==> src/rtl/dbg_tap_pkg.sv <==
// Package: shared types and constants for the debug transport TAP.
// Assumes a 5-bit instruction register with a fixed code assignment.
package dbg_tap_pkg;

    localparam int IR_W = 5;

    // Controller states
    typedef enum logic [3:0] {
        TS_RESET,
        TS_IDLE,
        TS_SEL_DR,
        TS_CAP_DR,
        TS_SH_DR,
        TS_EX1_DR,
        TS_PAU_DR,
        TS_EX2_DR,
        TS_UPD_DR,
        TS_SEL_IR,
        TS_CAP_IR,
        TS_SH_IR,
        TS_EX1_IR,
        TS_PAU_IR,
        TS_EX2_IR,
        TS_UPD_IR
    } tap_st_e;

    // Data register selection
    typedef enum logic [1:0] {
        DSEL_BYP,
        DSEL_ID,
        DSEL_STAT,
        DSEL_ACC
    } dsel_e;

    localparam logic [IR_W-1:0] INS_BYP_LO = 5'h00;
    localparam logic [IR_W-1:0] INS_IDCODE = 5'h01;
    localparam logic [IR_W-1:0] INS_STAT   = 5'h10;
    localparam logic [IR_W-1:0] INS_ACC    = 5'h11;
    localparam logic [IR_W-1:0] INS_BYP_HI = 5'h1F;
    localparam logic [IR_W-1:0] IR_CAPTURE = 5'b00101;

    // Next-state function of the sixteen-state controller
    function automatic tap_st_e tap_next(input tap_st_e s, input logic m);
        tap_st_e n;
        case (s)
            TS_RESET:  n = m ? TS_RESET  : TS_IDLE;
            TS_IDLE:   n = m ? TS_SEL_DR : TS_IDLE;
            TS_SEL_DR: n = m ? TS_SEL_IR : TS_CAP_DR;
            TS_CAP_DR: n = m ? TS_EX1_DR : TS_SH_DR;
            TS_SH_DR:  n = m ? TS_EX1_DR : TS_SH_DR;
            TS_EX1_DR: n = m ? TS_UPD_DR : TS_PAU_DR;
            TS_PAU_DR: n = m ? TS_EX2_DR : TS_PAU_DR;
            TS_EX2_DR: n = m ? TS_UPD_DR : TS_SH_DR;
            TS_UPD_DR: n = m ? TS_SEL_DR : TS_IDLE;
            TS_SEL_IR: n = m ? TS_RESET  : TS_CAP_IR;
            TS_CAP_IR: n = m ? TS_EX1_IR : TS_SH_IR;
            TS_SH_IR:  n = m ? TS_EX1_IR : TS_SH_IR;
            TS_EX1_IR: n = m ? TS_UPD_IR : TS_PAU_IR;
            TS_PAU_IR: n = m ? TS_EX2_IR : TS_PAU_IR;
            TS_EX2_IR: n = m ? TS_UPD_IR : TS_SH_IR;
            TS_UPD_IR: n = m ? TS_SEL_DR : TS_IDLE;
            default:   n = TS_RESET;
        endcase
        return n;
    endfunction

endpackage

==> src/rtl/dbg_tap_fsm.sv <==
// Module: TAP controller state register and downstream debug reset.
// Assumes rst_n and trst are synchronous to the rising edge of tck.
// trst forces Run-Test/Idle and asserts the debug reset; the reset is
// driven low by an edge taken in Test-Logic-Reset and released by an
// edge taken in Run-Test/Idle.
module dbg_tap_fsm
    import dbg_tap_pkg::*;
(
    input  logic    tck,
    input  logic    rst_n,
    input  logic    trst,
    input  logic    tms,
    output tap_st_e state,
    output logic    dbg_rst_n
);

    tap_st_e st_q;
    logic    drst_q;

    // Advance the controller on every rising test clock edge
    always_ff @(posedge tck) begin
        if (!rst_n) begin
            st_q <= TS_RESET;
        end else if (trst) begin
            st_q <= TS_IDLE;
        end else begin
            st_q <= tap_next(st_q, tms);
        end
    end

    // Hold or release the downstream debug reset according to the state
    always_ff @(posedge tck) begin
        if (!rst_n) begin
            drst_q <= 1'b0;
        end else if (trst) begin
            drst_q <= 1'b0;
        end else if (st_q == TS_RESET) begin
            drst_q <= 1'b0;
        end else if (st_q == TS_IDLE) begin
            drst_q <= 1'b1;
        end
    end

    assign state     = st_q;
    assign dbg_rst_n = drst_q;

endmodule

==> src/rtl/dbg_tap_ir.sv <==
// Module: instruction shift register, current instruction and decode.
// Assumes the controller state is registered on the same rising edge.
// Codes that are not assigned decode to bypass.
module dbg_tap_ir
    import dbg_tap_pkg::*;
(
    input  logic            tck,
    input  logic            rst_n,
    input  tap_st_e         state,
    input  logic            tdi,
    output logic [IR_W-1:0] ir_sr,
    output logic [IR_W-1:0] ir_cur,
    output dsel_e           sel
);

    logic [IR_W-1:0] sr_q;
    logic [IR_W-1:0] cur_q;

    // Capture the fixed pattern, then shift LSB first with tdi at the top
    always_ff @(posedge tck) begin
        if (!rst_n) begin
            sr_q <= '0;
        end else if (state == TS_CAP_IR) begin
            sr_q <= IR_CAPTURE;
        end else if (state == TS_SH_IR) begin
            sr_q <= {tdi, sr_q[IR_W-1:1]};
        end
    end

    // Load the current instruction on update; fall back to IDCODE in reset
    always_ff @(posedge tck) begin
        if (!rst_n) begin
            cur_q <= INS_IDCODE;
        end else if (state == TS_RESET) begin
            cur_q <= INS_IDCODE;
        end else if (state == TS_UPD_IR) begin
            cur_q <= sr_q;
        end
    end

    // Map the instruction code onto a data register choice
    always_comb begin
        case (cur_q)
            INS_IDCODE: sel = DSEL_ID;
            INS_STAT:   sel = DSEL_STAT;
            INS_ACC:    sel = DSEL_ACC;
            INS_BYP_LO: sel = DSEL_BYP;
            INS_BYP_HI: sel = DSEL_BYP;
            default:    sel = DSEL_BYP;
        endcase
    end

    assign ir_sr  = sr_q;
    assign ir_cur = cur_q;

endmodule

==> src/rtl/dbg_tap_dr.sv <==
// Module: shared data shift register for all four data registers.
// One register of the widest length serves every instruction; the
// selected length only moves the tdi insertion point. The access
// update is registered and appears one cycle after the Update-DR edge.
// Assumes the selection is stable from Capture-DR through Update-DR.
module dbg_tap_dr
    import dbg_tap_pkg::*;
#(
    parameter int          ACC_W    = 41,
    parameter int          WORD_W   = 32,
    parameter logic [31:0] ID_VAL   = 32'h04F5484D,
    parameter logic [31:0] STAT_VAL = 32'h00000071
) (
    input  logic             tck,
    input  logic             rst_n,
    input  tap_st_e          state,
    input  dsel_e            sel,
    input  logic             tdi,
    input  logic [ACC_W-1:0] cap_word,
    output logic             dr_lsb,
    output logic             upd,
    output logic [ACC_W-1:0] upd_word
);

    localparam int DR_W = (ACC_W > WORD_W) ? ACC_W : WORD_W;
    localparam int LW   = $clog2(DR_W);
    localparam logic [LW-1:0] LEN_BYP  = '0;
    localparam logic [LW-1:0] LEN_WORD = LW'(WORD_W - 1);
    localparam logic [LW-1:0] LEN_ACC  = LW'(ACC_W - 1);

    logic [DR_W-1:0]  sr_q;
    logic [DR_W-1:0]  sh_next;
    logic [DR_W-1:0]  cap_val;
    logic [LW-1:0]    top_idx;
    logic             upd_q;
    logic [ACC_W-1:0] upd_word_q;

    // Pick the top bit position and the capture value for the selection
    always_comb begin
        case (sel)
            DSEL_ID: begin
                top_idx = LEN_WORD;
                cap_val = DR_W'(ID_VAL);
            end
            DSEL_STAT: begin
                top_idx = LEN_WORD;
                cap_val = DR_W'(STAT_VAL);
            end
            DSEL_ACC: begin
                top_idx = LEN_ACC;
                cap_val = DR_W'(cap_word);
            end
            default: begin
                top_idx = LEN_BYP;
                cap_val = '0;
            end
        endcase
    end

    // Per-bit shift path: tdi lands on the selected top bit
    for (genvar g = 0; g < DR_W; g++) begin : g_sh
        if (g == DR_W - 1) begin : g_top
            assign sh_next[g] = (top_idx == LW'(g)) ? tdi : 1'b0;
        end else begin : g_mid
            assign sh_next[g] = (top_idx == LW'(g)) ? tdi : sr_q[g+1];
        end
    end

    // Capture or shift the data register
    always_ff @(posedge tck) begin
        if (!rst_n) begin
            sr_q <= '0;
        end else if (state == TS_CAP_DR) begin
            sr_q <= cap_val;
        end else if (state == TS_SH_DR) begin
            sr_q <= sh_next;
        end
    end

    // Hand the access value to the debug side with a one-cycle strobe
    always_ff @(posedge tck) begin
        if (!rst_n) begin
            upd_q      <= 1'b0;
            upd_word_q <= '0;
        end else begin
            upd_q <= (state == TS_UPD_DR) && (sel == DSEL_ACC);
            if ((state == TS_UPD_DR) && (sel == DSEL_ACC)) begin
                upd_word_q <= sr_q[ACC_W-1:0];
            end
        end
    end

    assign dr_lsb   = sr_q[0];
    assign upd      = upd_q;
    assign upd_word = upd_word_q;

endmodule

==> src/rtl/dbg_tap_tdo.sv <==
// Module: serial output stage, retimed to the falling edge of tck.
// Assumes the state seen at the falling edge is the one just entered.
module dbg_tap_tdo
    import dbg_tap_pkg::*;
(
    input  logic    tck,
    input  logic    rst_n,
    input  tap_st_e state,
    input  logic    dr_lsb,
    input  logic    ir_lsb,
    output logic    tdo
);

    logic tdo_q;

    // Present the data LSB in Shift-DR, else the instruction LSB
    always_ff @(negedge tck) begin
        if (!rst_n) begin
            tdo_q <= 1'b0;
        end else begin
            tdo_q <= (state == TS_SH_DR) ? dr_lsb : ir_lsb;
        end
    end

    assign tdo = tdo_q;

endmodule

==> src/rtl/dbg_tap.sv <==
// Module: debug transport TAP top. It joins the controller, the
// instruction path, the data register bank and the output stage.
// The status word is built from the address width, version and idle hint.
// Assumes all control inputs are synchronous to tck.
module dbg_tap
    import dbg_tap_pkg::*;
#(
    parameter int          ADDR_W    = 7,
    parameter int          DATA_W    = 32,
    parameter int          OP_W      = 2,
    parameter logic [31:0] IDCODE    = 32'h04F5484D,
    parameter logic [3:0]  VERSION   = 4'd1,
    parameter logic [2:0]  IDLE_HINT = 3'd0,
    localparam int         ACC_W     = ADDR_W + DATA_W + OP_W
) (
    input  logic             tck,
    input  logic             rst_n,
    input  logic             trst,
    input  logic             tms,
    input  logic             tdi,
    output logic             tdo,
    output logic             dbg_rst_n,
    input  logic [ACC_W-1:0] acc_cap_word,
    output logic             acc_upd,
    output logic [ACC_W-1:0] acc_upd_word
);

    localparam logic [31:0] STAT_WORD =
        {14'b0, 2'b00, 1'b0, IDLE_HINT, 2'b00, 6'(ADDR_W), VERSION};

    tap_st_e         st;
    logic [IR_W-1:0] ir_sr;
    logic [IR_W-1:0] ir_cur;
    dsel_e           sel;
    logic            dr_lsb;

    dbg_tap_fsm u_fsm (
        .tck       (tck),
        .rst_n     (rst_n),
        .trst      (trst),
        .tms       (tms),
        .state     (st),
        .dbg_rst_n (dbg_rst_n)
    );

    dbg_tap_ir u_ir (
        .tck    (tck),
        .rst_n  (rst_n),
        .state  (st),
        .tdi    (tdi),
        .ir_sr  (ir_sr),
        .ir_cur (ir_cur),
        .sel    (sel)
    );

    dbg_tap_dr #(
        .ACC_W    (ACC_W),
        .WORD_W   (32),
        .ID_VAL   (IDCODE),
        .STAT_VAL (STAT_WORD)
    ) u_dr (
        .tck      (tck),
        .rst_n    (rst_n),
        .state    (st),
        .sel      (sel),
        .tdi      (tdi),
        .cap_word (acc_cap_word),
        .dr_lsb   (dr_lsb),
        .upd      (acc_upd),
        .upd_word (acc_upd_word)
    );

    dbg_tap_tdo u_tdo (
        .tck    (tck),
        .rst_n  (rst_n),
        .state  (st),
        .dr_lsb (dr_lsb),
        .ir_lsb (ir_sr[0]),
        .tdo    (tdo)
    );

endmodule

==> config.mk <==
export PLATFORM = sky130hd
export DESIGN_NAME = dbg_tap
export DESIGN_NICKNAME = d
export VERILOG_FILES = /design/src/rtl/dbg_tap_pkg.sv /design/src/rtl/dbg_tap_fsm.sv /design/src/rtl/dbg_tap_ir.sv /design/src/rtl/dbg_tap_dr.sv /design/src/rtl/dbg_tap_tdo.sv /design/src/rtl/dbg_tap.sv
export SDC_FILE = /design/constraint.sdc
export NUM_CORES = 1
export LEC_CHECK = 0
export BUFFER_PORTS_ARGS = -buffer_cell sky130_fd_sc_hd__buf_2
export CAP_MARGIN = 20
export CORE_MARGIN = 2
export CORE_UTILIZATION = 45
export DETAILED_ROUTE_END_ITERATION = 7
export PLACE_DENSITY = 0.67
export SYNTH_ARGS = -nofsm -noshare
export SYNTH_HDL_FRONTEND = slang
export SYNTH_SLANG_ARGS = --single-unit
==> constraint.sdc <==
create_clock -name tck -period 2.7 [get_ports tck]
set_input_delay 0.135 -clock tck [delete_from_list [all_inputs] [get_ports tck]]
set_output_delay 0.135 -clock tck [all_outputs]
set_load 0.01 [all_outputs]
==> flow_summary.yaml <==
global_routing:
  grt_pass1_wl_mm: 17.1
  grt_pass1_vias: 3519
  grt-ovfl-total: 0
  grtUsageMet3_pct: 3.37
  met2_usage_pct: 36.0
  antenna_found_initial: 0
  grt.total_usage_pct: 21.4
  grt_max_degree: 73
  top_usage_layer: "met2"
  met1_usage_pct: 27.9
flow_run:
  cap_violations: 0
clock_tree:
  clk_pin_slew_worst_paths_ps: 100
  clockBufferDepth: 2
  tritoncts: "built"
  numClockSinks: 99
  clk_latency_ps: 390
  htreeDepth: 3
  cts-root-buf: "clkbuf_8"
  cts_buffers: 9
  cts_setup_buffers: 0
finish:
  area_delta_synth_final_pct: 18.3
  multi_input_area_mm2: 0.00190
  nets: 614
  mostFrequentLayoutCells: "nand2_1 (101), dfxtp_1 (99), buf_2 (89), a21oi_1 (76), nor2_1 (38)"
  n_fill_cell: 848
  antenna_cells: 0
  final_cell_count_no_fill: 678
  register_area_mm2: 0.00198
  layout-drive-gt1-share_pct: 24.7
  final_common_cell: "nand2_1"
outcome:
  status: "finished clean"
yosys:
  synth_area_mm2: 0.00412
  syn_inst: 486
  synthFlopType: "dfxtp_1"
  synth_cell_types: 47
  ys_seq_area_share_pct: 48.1
  async_flop_share_pct: 0
  synth_seq_cells: 99
  synth_edf_count: 0
  synth_area_per_cell_um2: 8.48
  syn_nets: 535
  synth_warnings: 0
timing:
  setup-tns-final_ps: 0
  relSlewSlack_pct: 32.5
  rsz0062_at_grt: "no"
  slew_violations: 0
  final.setup_skew_ps: 37.5
  setup_viol: 0
  worstMarginPinSlew_ps: 1010
  hold_violations: 0
detailed_routing:
  vias_per_cell: 5.60
  drt_iter0_markers: 240
  first_pass_iters: 4
  drc: 0
  finalWirelength_mm: 10.5
  vias: 3797
  ant_nets: 0
  wl_per_cell_um: 15.4
floorplanning:
  core_mm2: 0.00881
  dieHeight_um: 99.7
  die_w_um: 99.7
  ioPinCount: 90
  die_area_mm2: 0.00994
  rows: 34
  initial_core_util_pct: 46.8
power_and_ir_drop:
  ir_worst_vdd_mv: 0.238
  powerDensity_mw_per_mm2: 529
  p_leak_nw: 1.98
critical_path:
  critPathMaxFanout: 2
  startpoint_type: "register"
  critPathRequiredTime_ps: 1630
  endpoint_kind: "register"
  crit_arrival_ps: 1380
  crit_type: "reg -> reg"
placed_design:
  placed_cells: 660
  place_congestion: 0.797
  hpwl_mm: 7.31
  portBuffers: 89
worst_hold_path:
  hp-class: "in -> reg"
[repair_timing]
| action | in CTS | in global routing |
|---|---|---|
| hold endpoints to repair | 2 | 0 |
| gates resized for setup | 0 | 0 |
| hold buffers | 2 | 0 |
[state kept, by name (all words and copies together), names as in the netlist]
register,cells
u_dr.sr_q,41
u_dr.upd_word,41
u_ir.ir_cur,5
u_ir.ir_sr,5
u_fsm.state,4
u_dr.upd,1
u_fsm.dbg_rst_n,1
u_tdo.tdo,1
[cell usage after synthesis, types with 2 or more instances]
master    number  area share [%]
o22ai_1        2            0.30
o211ai_1       2            0.36
nor3_1         3            0.36
buf_2         16             1.9
o21ai_0       19             2.3
a22oi_1        7             1.3
o221ai_1      16             3.4
nor2_1        38             3.5
mux2i_1        5             1.2
and3_1         2            0.30
buf_6          2            0.55
nand3_1       11             1.3
mux2_2         8             2.2
inv_1          7            0.64
a31oi_1        2            0.30
inv_2          2            0.18
ha_1           3            0.91
nor2b_1        3            0.46
a222oi_1      14             3.4
or4b_1         2            0.49
buf_1          2            0.18
dfxtp_1       99              48
nor4b_4        2             1.2
nand2_1      101             9.2
a21oi_1       76             9.2
clkbuf_1      21             1.9
[kinds of logic (layout without fill, tap and decap cells)]
logic type,after synthesis,count (layout),synth area share [%]
and+or+nand+nor,170,170,18.7
AOI/OAI and AO/OA,148,148,22.8
DFF,99,99,48.1
buffers and inverters,52,136,5.89
muxes,13,13,3.40
adders and majority gates,3,3,0.911
xor gates and xnor gates,1,1,0.213
[final timing paths]
path / startpoint / end / slack [ps] / depth (start not counted)
setup / recovery: u_fsm.state[3] / u_tdo.tdo / 250 / 3
hold / removal: acc_cap_word[37] / u_dr.sr_q[37] / 20 / 3
setup reg to reg: u_fsm.state[3] / u_tdo.tdo / 250 / 3
hold reg to reg: u_dr.upd_word[16] / u_dr.upd_word[16] / 450 / 2
[power breakdown]
part / internal [mW] / switching (mW)
Combinational: 0.0457 / 0.0652
Clock: 0.468 / 0.533
Sequential: 1.47 / 0.00454
[area by class of cell]
cell class | instances | share of cell area, %
Clock inverter | 7 | 1.54
Sequential cell | 99 | 40.6
Timing Repair Buffer | 111 | 12.6
Clock buffer | 10 | 2.82
Inverter | 8 | 0.616
Multi-Input combinational cell | 335 | 39.0
Tap cell | 108 | 2.77
[through the flow]
stage          hold slack, ps  utilization, %  area (um2)  setup slack, ps  power, mW
6_report                 18.5            55.4        4880              251       2.58
5_1_grt                  27.0            55.4        4880              186       2.68
4_1_cts                  11.4            55.4        4880              258       2.60
3_5_place_dp              370            52.8        4650              254       1.62
3_3_place_gp              369            52.8        4650              288       1.62
2_1_floorplan             273               -        4130            -79.8       1.56
[critical path: stages, from the launching register on]
cell and delay (ps):
dfxtp_1 330, or4b_1 550, nand2_1 90, a21oi_1 50
[metal layers]
metal,vias to the layer above,part of all wire [%]
met5,-,0
met1,1808,46
li1,1874,-
met3,10,4.8
met4,0,1.1
met2,105,48
Note: power is estimated with default switching activity, not from simulation.
